<file path="config.mk">
export PLATFORM = sky130hd
export DESIGN_NAME = ctx_cache
export DESIGN_NICKNAME = d
export VERILOG_FILES = /design/src/rtl/ctx_cache_pkg.sv /design/src/rtl/ctx_tag_match.sv /design/src/rtl/ctx_lru.sv /design/src/rtl/ctx_cache.sv
export SDC_FILE = /design/constraint.sdc
export NUM_CORES = 1
export LEC_CHECK = 0
export BUFFER_PORTS_ARGS = -buffer_cell sky130_fd_sc_hd__buf_4
export CAP_MARGIN = 5
export CORE_ASPECT_RATIO = 2
export CORE_MARGIN = 2
export CORE_UTILIZATION = 50
export CTS_CLUSTER_DIAMETER = 40
export DETAILED_ROUTE_END_ITERATION = 6
export GPL_TIMING_DRIVEN = 1
export PLACE_DENSITY = 0.81
export SYNTH_ARGS = -nofsm -noshare
export SYNTH_HDL_FRONTEND = slang
export SYNTH_HIERARCHICAL = 1
export SYNTH_SLANG_ARGS = --single-unit
</file>
<file path="constraint.sdc">
create_clock -name clk -period 2.8 [get_ports clk]
set_input_delay 0.14 -clock clk [delete_from_list [all_inputs] [get_ports clk]]
set_output_delay 0.14 -clock clk [all_outputs]
set_load 0.1 [all_outputs]
</file>
<file path="src/rtl/ctx_cache_pkg.sv">
package ctx_cache_pkg;

    typedef enum logic [2:0] {
        ORD_NONE,
        ORD_WRITE,
        ORD_READ,
        ORD_READ_DIS,
        ORD_DISABLE
    } order_e;

    typedef enum logic {
        ST_IDLE,
        ST_EVICT
    } state_e;

endpackage

</file>
<file path="src/rtl/ctx_tag_match.sv">
module ctx_tag_match #(
    parameter int LINES  = 2,
    parameter int NAME_W = 8,
    localparam int IDX_W = (LINES > 1) ? $clog2(LINES) : 1
) (
    input  logic [LINES-1:0]             vld,
    input  logic [LINES-1:0][NAME_W-1:0] names,
    input  logic [NAME_W-1:0]            key,
    output logic                         hit,
    output logic [IDX_W-1:0]             hit_idx
);

    logic [LINES-1:0] match;

    for (genvar g = 0; g < LINES; g++) begin : g_cmp
        assign match[g] = vld[g] && (names[g] == key);
    end

    always_comb begin
        hit     = |match;
        hit_idx = '0;
        for (int i = LINES - 1; i >= 0; i--) begin
            if (match[i]) hit_idx = IDX_W'(i);
        end
    end

endmodule

</file>
<file path="src/rtl/ctx_lru.sv">
module ctx_lru #(
    parameter int LINES  = 2,
    localparam int IDX_W = (LINES > 1) ? $clog2(LINES) : 1
) (
    input  logic             clk,
    input  logic             rst_n,
    input  logic [LINES-1:0] vld,
    input  logic             touch,
    input  logic [IDX_W-1:0] touch_idx,
    output logic [IDX_W-1:0] victim_idx,
    output logic             full
);

    // With two lines the least recently used line is simply the one
    // not touched last; a single bit records it.
    logic [IDX_W-1:0] lru_q;

    always_ff @(posedge clk) begin
        if (!rst_n) begin
            lru_q <= '0;
        end else if (touch) begin
            lru_q <= ~touch_idx;
        end
    end

    always_comb begin
        full       = &vld;
        victim_idx = lru_q;
        for (int i = LINES - 1; i >= 0; i--) begin
            if (!vld[i]) victim_idx = IDX_W'(i);
        end
    end

endmodule

</file>
<file path="src/rtl/ctx_cache.sv">
module ctx_cache
    import ctx_cache_pkg::*;
#(
    parameter int NAME_W = 8,
    parameter int DATA_W = 64
) (
    input  logic              clk,
    input  logic              rst_n,
    input  logic              req_wr,
    input  logic              req_rd,
    input  logic              req_dis,
    input  logic [NAME_W-1:0] req_name,
    input  logic [DATA_W-1:0] req_wdata,
    output logic              req_ready,
    output logic              rd_valid,
    output logic              rd_miss,
    output logic [DATA_W-1:0] rd_data,
    output logic              ev_valid,
    input  logic              ev_ready,
    output logic [NAME_W-1:0] ev_name,
    output logic [DATA_W-1:0] ev_data
);

    localparam int LINES = 2;
    localparam int IDX_W = 1;

    state_e state_q, state_d;
    order_e ord;

    logic [LINES-1:0]             line_vld;
    logic [LINES-1:0][NAME_W-1:0] line_name;
    logic [LINES-1:0][DATA_W-1:0] line_data;

    logic              hit, full, touch, take;
    logic [IDX_W-1:0]  hit_idx, victim_idx, touch_idx;
    logic [IDX_W-1:0]  pend_idx;
    logic [NAME_W-1:0] pend_name;
    logic [DATA_W-1:0] pend_data;

    ctx_tag_match #(.LINES(LINES), .NAME_W(NAME_W)) u_match (
        .vld     (line_vld),
        .names   (line_name),
        .key     (req_name),
        .hit     (hit),
        .hit_idx (hit_idx)
    );

    ctx_lru #(.LINES(LINES)) u_lru (
        .clk        (clk),
        .rst_n      (rst_n),
        .vld        (line_vld),
        .touch      (touch),
        .touch_idx  (touch_idx),
        .victim_idx (victim_idx),
        .full       (full)
    );

    // Order decode: a write wins over any read or disable bit.
    always_comb begin
        if (req_wr)                 ord = ORD_WRITE;
        else if (req_rd && req_dis) ord = ORD_READ_DIS;
        else if (req_rd)            ord = ORD_READ;
        else if (req_dis)           ord = ORD_DISABLE;
        else                        ord = ORD_NONE;
    end

    assign take      = (state_q == ST_IDLE);
    assign req_ready = take;
    assign ev_valid  = (state_q == ST_EVICT);
    assign ev_name   = line_name[pend_idx];
    assign ev_data   = line_data[pend_idx];

    // State register
    always_ff @(posedge clk) begin
        if (!rst_n) state_q <= ST_IDLE;
        else        state_q <= state_d;
    end

    // Next-state logic
    always_comb begin
        state_d = state_q;
        unique case (state_q)
            ST_IDLE:  if (ord == ORD_WRITE && !hit && full) state_d = ST_EVICT;
            ST_EVICT: if (ev_ready)                         state_d = ST_IDLE;
        endcase
    end

    // Recency update
    always_comb begin
        touch     = 1'b0;
        touch_idx = hit_idx;
        if (state_q == ST_EVICT) begin
            touch     = ev_ready;
            touch_idx = pend_idx;
        end else begin
            unique case (ord)
                ORD_WRITE: begin
                    touch     = hit || !full;
                    touch_idx = hit ? hit_idx : victim_idx;
                end
                ORD_READ, ORD_READ_DIS: touch = hit;
                ORD_NONE, ORD_DISABLE:  touch = 1'b0;
            endcase
        end
    end

    // Line storage and pending write
    always_ff @(posedge clk) begin
        if (!rst_n) begin
            line_vld  <= '0;
            line_name <= '0;
            line_data <= '0;
            pend_idx  <= '0;
            pend_name <= '0;
            pend_data <= '0;
        end else if (state_q == ST_IDLE) begin
            if (ord == ORD_WRITE) begin
                if (hit) begin
                    line_data[hit_idx] <= req_wdata;
                end else if (!full) begin
                    line_vld[victim_idx]  <= 1'b1;
                    line_name[victim_idx] <= req_name;
                    line_data[victim_idx] <= req_wdata;
                end else begin
                    pend_idx  <= victim_idx;
                    pend_name <= req_name;
                    pend_data <= req_wdata;
                end
            end else if ((ord == ORD_READ_DIS || ord == ORD_DISABLE) && hit) begin
                line_vld[hit_idx] <= 1'b0;
            end
        end else if (ev_ready) begin
            line_name[pend_idx] <= pend_name;
            line_data[pend_idx] <= pend_data;
        end
    end

    // Read response outputs
    always_ff @(posedge clk) begin
        if (!rst_n) begin
            rd_valid <= 1'b0;
            rd_miss  <= 1'b0;
            rd_data  <= '0;
        end else begin
            rd_valid <= take && (ord == ORD_READ || ord == ORD_READ_DIS) && hit;
            rd_miss  <= take && (ord == ORD_READ || ord == ORD_READ_DIS) && !hit;
            if (take && hit) rd_data <= line_data[hit_idx];
        end
    end

    // Checks next to the logic they guard
    assert_ev_hold_R6: assert property (@(posedge clk) disable iff (!rst_n)
        ev_valid && !ev_ready |=> ev_valid && $stable(ev_name) && $stable(ev_data));

    assert_ev_from_write_R6: assert property (@(posedge clk) disable iff (!rst_n)
        $rose(ev_valid) |-> $past(req_wr));

    assert_ev_done_R7: assert property (@(posedge clk) disable iff (!rst_n)
        ev_valid && ev_ready |=> req_ready && !ev_valid);

    assert_resp_excl_R5: assert property (@(posedge clk) disable iff (!rst_n)
        !(rd_valid && rd_miss));

    assert_unique_names_R3: assert property (@(posedge clk) disable iff (!rst_n)
        !(line_vld[0] && line_vld[1] && line_name[0] == line_name[1]));

    assert_wr_over_rd_R10: assert property (@(posedge clk) disable iff (!rst_n)
        req_ready && req_wr |=> !rd_valid && !rd_miss);

endmodule

</file>
# Yosys cells after proc, flatten, opt, wreduce, memory -nomap -nowiden
# Index checks and enable logic that the tools add are counted.
[totals]
regBits = 287
latch_bits = 0
ramBits = 0
rom_bits = 0
input_bits = 78
out_inout_bits = 140
n_memories = 0
[classes]
n_addsub = 0
n_mul = 0
n_div = 0
magnitude_cmp = 6
n_eq_ne = 12
n_shift = 0
n_mux = 55
bitwise_logic = 6
n_reduce_logical = 29
[op_table]
columns = ["operator", "count"]
rows = [
  ["$mux W128", 5],
  ["$mux W64", 7],
  ["$bwmux W128", 3],
  ["$demux W64 S1", 3],
  ["$mux W16", 5],
  ["$bwmux W16", 2],
  ["$mux W8", 4],
  ["$demux W8 S1", 2],
  ["$eq A8 B8 Y1", 2],
  ["$logic_and A1 B1 Y1", 13],
  ["$mux W1", 12],
  ["$mux W3", 4],
  ["$ne A2 B2 Y1 const B", 5],
  ["$mux W2", 4],
  ["$reduce_and A4 Y1", 2],
  ["$eq A3 B2 Y1 const B", 2],
  ["$lt A1 B2 Y1 const B", 3],
  ["$reduce_or A2 Y1", 3],
  ["$reduce_and A5 Y1", 1],
  ["$reduce_bool A2 Y1", 2],
  ["$eq A3 B1 Y1 const B", 1],
  ["$eq A3 B3 Y1 const B", 1],
  ["$ge A1 B1 Y1 const B", 3],
  ["$logic_not A3 Y1", 1],
  ["12 further kinds", 18],
]

# Longest topological paths before layout
[depth]
depth_word = 12
mapped_depth = 11

# Modules after synthesis
# Netlist, hierarchy kept.
[modules_own_cells]
columns = ["module", "n_inst", "cells_per_inst", "area_per_inst_um2"]
rows = [
  ["ctx_cache", 1, 1405, 12500.7],
  ["ctx_tag_match", 1, 25, 193.9],
  ["ctx_lru", 1, 6, 51.3],
]

# Worst setup path after synthesis
# Ideal clock, no wire load.
[synth_path]
kind = "flip-flop to flip-flop"
start = "reg state_q, in the netlist ev_valid"
end = "reg line_name[0] (netlist name)"
setup_time_ps = 88
arrival_ps = 2762
t_required_ps = 2712
path_slack_ps = -50
path_stages_with_launch = 7
path_buffers = 3
path_cell_list = "dfxtp_1 -> buf_2 -> inv_1 -> buf_2 -> buf_1 -> nand3_1 -> a311oi_2"
[synth_between]
elab_chain_cells = 2
[synth_rtl]
columns = ["item", "line", "text"]
rows = [
  ["start, declared", "ctx_cache.sv:27", "state_e state_q, state_d;"],
  ["start signal, assigned", "ctx_cache.sv:76", "else state_q <= state_d;"],
  ["$ne A2 B2 Y1 (no line) or $reduce_bool A2 Y1 (tied branches)", "--", ""],
  ["$reduce_and A4 Y1 (no line)", "--", ""],
  ["end signal, assigned by index", "ctx_cache.sv:122", "line_name[victim_idx] <= req_name;"],
  ["end signal, assigned by index", "ctx_cache.sv:133", "line_name[pend_idx] <= pend_name;"],
  ["end, declared", "ctx_cache.sv:31", "logic [LINES-1:0][NAME_W-1:0] line_name;"],
]
# Several ways; a longest one is shown, not always the timed one.
# A chain may end at the register's enable or synchronous reset.

# Final worst setup path
[layout_path]
start = "reg line_name[13] (netlist name)"
end = "reg line_data[98] (netlist name)"
[layout_lines]
columns = ["item", "line", "text"]
rows = [
  ["$eq A8 B8 Y1 *", "ctx_tag_match.sv:16", "assign match[g] = vld[g] && (names[g] == key);"],
  ["$logic_and A1 B1 Y1 *", "ctx_tag_match.sv:16", ""],
  ["$reduce_or A2 Y1 *", "ctx_tag_match.sv:20", "hit = |match;"],
  ["named net hit", "ctx_cache.sv:34", "logic hit, full, touch, take;"],
  ["$mux W128", "ctx_cache.sv:118", "if (hit) begin"],
  ["$mux W128", "ctx_cache.sv:117", "if (ord == ORD_WRITE) begin"],
  ["$mux W128", "ctx_cache.sv:116", "end else if (state_q == ST_IDLE) begin"],
  ["end signal, assigned by index", "ctx_cache.sv:119", "line_data[hit_idx] <= req_wdata;"],
  ["end signal, assigned by index", "ctx_cache.sv:123", "line_data[victim_idx] <= req_wdata;"],
  ["end signal, assigned by index", "ctx_cache.sv:134", "line_data[pend_idx] <= pend_data;"],
  ["end, declared", "ctx_cache.sv:32", "logic [LINES-1:0][DATA_W-1:0] line_data;"],
]
# The timed path passes the listed nets; every way through them passes the cells marked *. The select of a mux whose other input is x is not followed.

==> results.ini <==
[job]
maxCapViolations=0

[yosys]
avgSynthCellArea_um2=8.88
synth_xor_area_frac=0.0110
synth_warnings=6
synthFlopType=dfxtp_1
synthesis.instances=1436
muxShareOfSynthArea=0.116
netlist.area_leader.share=0.451
synth_edf_count=0
synth.cell_area_um2=12700
synth-compound-area-share=0.232
async_reset_ff_frac=0
ys_seq_area_frac=0.451
synth_fa_ha_area_frac=0
ys_ff_latch=287
synth_area_leaders=dfxtp_1, a221oi_1, mux2_2
yosys.area_share.simple=0.137
synth_cell_types=47
syn_nets=1514
synth_top_family_by_area=compound AO/OA/AOI/OAI gates
synth_top_cell_by_area=dfxtp_1

[timing]
worst_clock_skew_ps=17.0
min_period_ps=2650
final-max-slew-violation-count=0
fin_setup_tns_ps=0
hold_viol=0
rsz0062_at_grt=false
min_period_over_period=0.947
worst_slew_pin_slew_ps=936
slew_headroom=0.376
setup_viol=0
max_freq_mhz=377

[global_routing]
antenna_found_initial=0
grt_pass1_wl_um=62200
grt_pass1_vias=12500
grt_usage=0.287
grt_max_degree=113
grt.overflow.total=0

[die]
core.rowCount=82
fp.coreArea_um2=25000
fp.dieH_um=230
die_w_um=117
ios=218
die_area_um2=26900
start_util=0.509

[power_and_ir_drop]
leakage_nw=6.15
vdd_drop_max_v=0.000363
powerDensity_nw_per_um2=613

[worst_setup_path]
critPathArrivalTime_ps=3070
crit_required_ps=3220
crit_fanout=27
cp-end-kind=register
startpoint_type=register
r2r_setup_slack_ps=150
criticalPathCategory=reg -> reg

[cts]
cts_tree=built
cts_max_level=1
clk_path_buf_depth=3
cts_made_buffers=26
cts.sinks=287
ctsRootBufferMaster=clkbuf_16
clkLatencyLatePin_ps=550
clk_pin_slew_ps=70

[finish]
drive_above_1_share=0.240
syn_to_final_growth_pct=28.2
n_antenna_cell=0
final_util=0.653
final_nets=1733
nFillCells=1992
seq_area_um2=5750
multiInputGateArea_um2=6380

[placement]
gp_congestion=0.857
dpl.hpwl_um=23800
io_buffers=217

[routing]
initialDrtViolationCount=1036
drc=0
ant_nets=0
post_drt_via_cell_ratio=6.15
vias=12400
first_pass_iters=6
wl_per_cell_um=20.0
wl_um=40100

[run_status]
status=completed

[worst_hold_path]
holdCritPathClass=in -> reg

## what timing repair did
action / CTS / global route
endpoints found under the hold margin: 219 / 0
hold buffers: 74 / 0
gates resized for setup: 0 / 1
buffers inserted: 0 / 1
endpoints found under the setup margin: 0 / 12
## kinds of logic (layout without fill, tap and decap cells)
logic type | count (synthesis) | in the layout
AOI/OAI and AO/OA | 427 | 427
DFF | 287 | 287
muxes | 139 | 139
and+or+nand+nor | 419 | 420
buffers and inverters | 148 | 385
xor gates and xnor gates | 16 | 16
## worst paths after layout
check	startpoint	endpoint	cells past startpoint
setup / recovery	line_name[13]$_SDFFE_PN0P_	line_data[98]$_SDFFE_PN0P_	11
hold / removal	req_rd	rd_valid$_SDFF_PN0_	3
setup reg to reg	line_name[13]$_SDFFE_PN0P_	line_data[98]$_SDFFE_PN0P_	11
hold reg to reg	pend_data[14]$_SDFFE_PN0P_	pend_data[14]$_SDFFE_PN0P_	2
## final cells by class
type,instances,area share
clock inverters,9,0.00934
well taps,336,0.0257
repair buffers,332,0.173
multi-input cells,1002,0.390
inverters,6,0.00153
clock buffers,38,0.0482
flip-flops and latches,287,0.352
## synth_stat cells (4+ instances only)
cell      number
dfxtp_1      287
inv_1          5
nand3b_1       9
o21ai_0      108
mux2_2        72
xnor2_1        9
nand3_1       25
buf_2         40
a211oi_1      64
nand2_1      149
a21oi_1       79
a311oi_2       4
xor2_1         7
nor2_1       211
o21ai_1       22
a221oi_1     128
mux2i_1       67
a311oi_1      13
buf_6          8
clkbuf_1      89
## cell usage in the layout, fill, tap and decap left out, types with 5 or more instances in the layout
cell type / count
a211oi_1: 64
a221oi_1: 128
clkbuf_8: 7
a21oi_1: 79
inv_1: 5
nor2_1: 209
a311oi_1: 13
dlygate4sd3_1: 74
xnor2_1: 9
dfxtp_1: 285
nand2_1: 149
buf_12: 12
mux2i_1: 66
o21ai_0: 108
o21ai_1: 22
nand3b_1: 9
xor2_1: 7
nand3_1: 25
clkbuf_16: 27
buf_4: 246
mux2_2: 72
## layer usage
metal	share of wire	global-route usage	wire, µm	up-vias
met5	0	0	0	-
met4	0.053	0.177	2140	0
met3	0.062	0.0406	2470	164
met2	0.53	0.517	21100	586
met1	0.36	0.306	14400	5949
li1	-	-	-	5664
## through the flow
step	hold WS [ps]	power (W)	worst slack (ps)	instance area [µm²]	cells
2_1_floorplan	276	0.00560	141	12800	1436
3_3_place_gp	405	0.00604	217	14600	1887
3_5_place_dp	413	0.00606	142	14600	1887
4_1_cts	3.37	0.0100	112	16300	2008
5_1_grt	39.3	0.0103	42.4	16300	2010
6_report	23.5	0.0100	147	16300	2010
## where the power goes
part | switching, W | internal, W | total [W]
Combinational | 0.00122 | 0.000538 | 0.00176
Sequential | 0.000111 | 0.00423 | 0.00434
Clock | 0.00160 | 0.00232 | 0.00392
Total | 0.00293 | 0.00709 | 0.0100
## registers in the layout (all words and copies together), names as in the netlist
| register | cells |
|---|---|
| rd_valid | 1 |
| line_name | 16 |
| rd_miss | 1 |
| pend_idx | 1 |
| ev_valid | 1 |
| pend_data | 64 |
| line_vld | 2 |
| u_lru/lru_q | 1 |
| pend_name | 8 |
| line_data | 128 |
| rd_data | 64 |
## critical path, stage by stage (launching register included)
cell and delay [ps]:
dfxtp_1 330, xor2_1 150, nor4_2 270, nand4_1 210, nand2b_1 240, buf_4 180
nor4b_4 70, a221o_2 430, buf_12 160, buf_12 160, o21ai_0 230, nor2_1 80
Note: power is estimated with default switching activity, not from simulation.
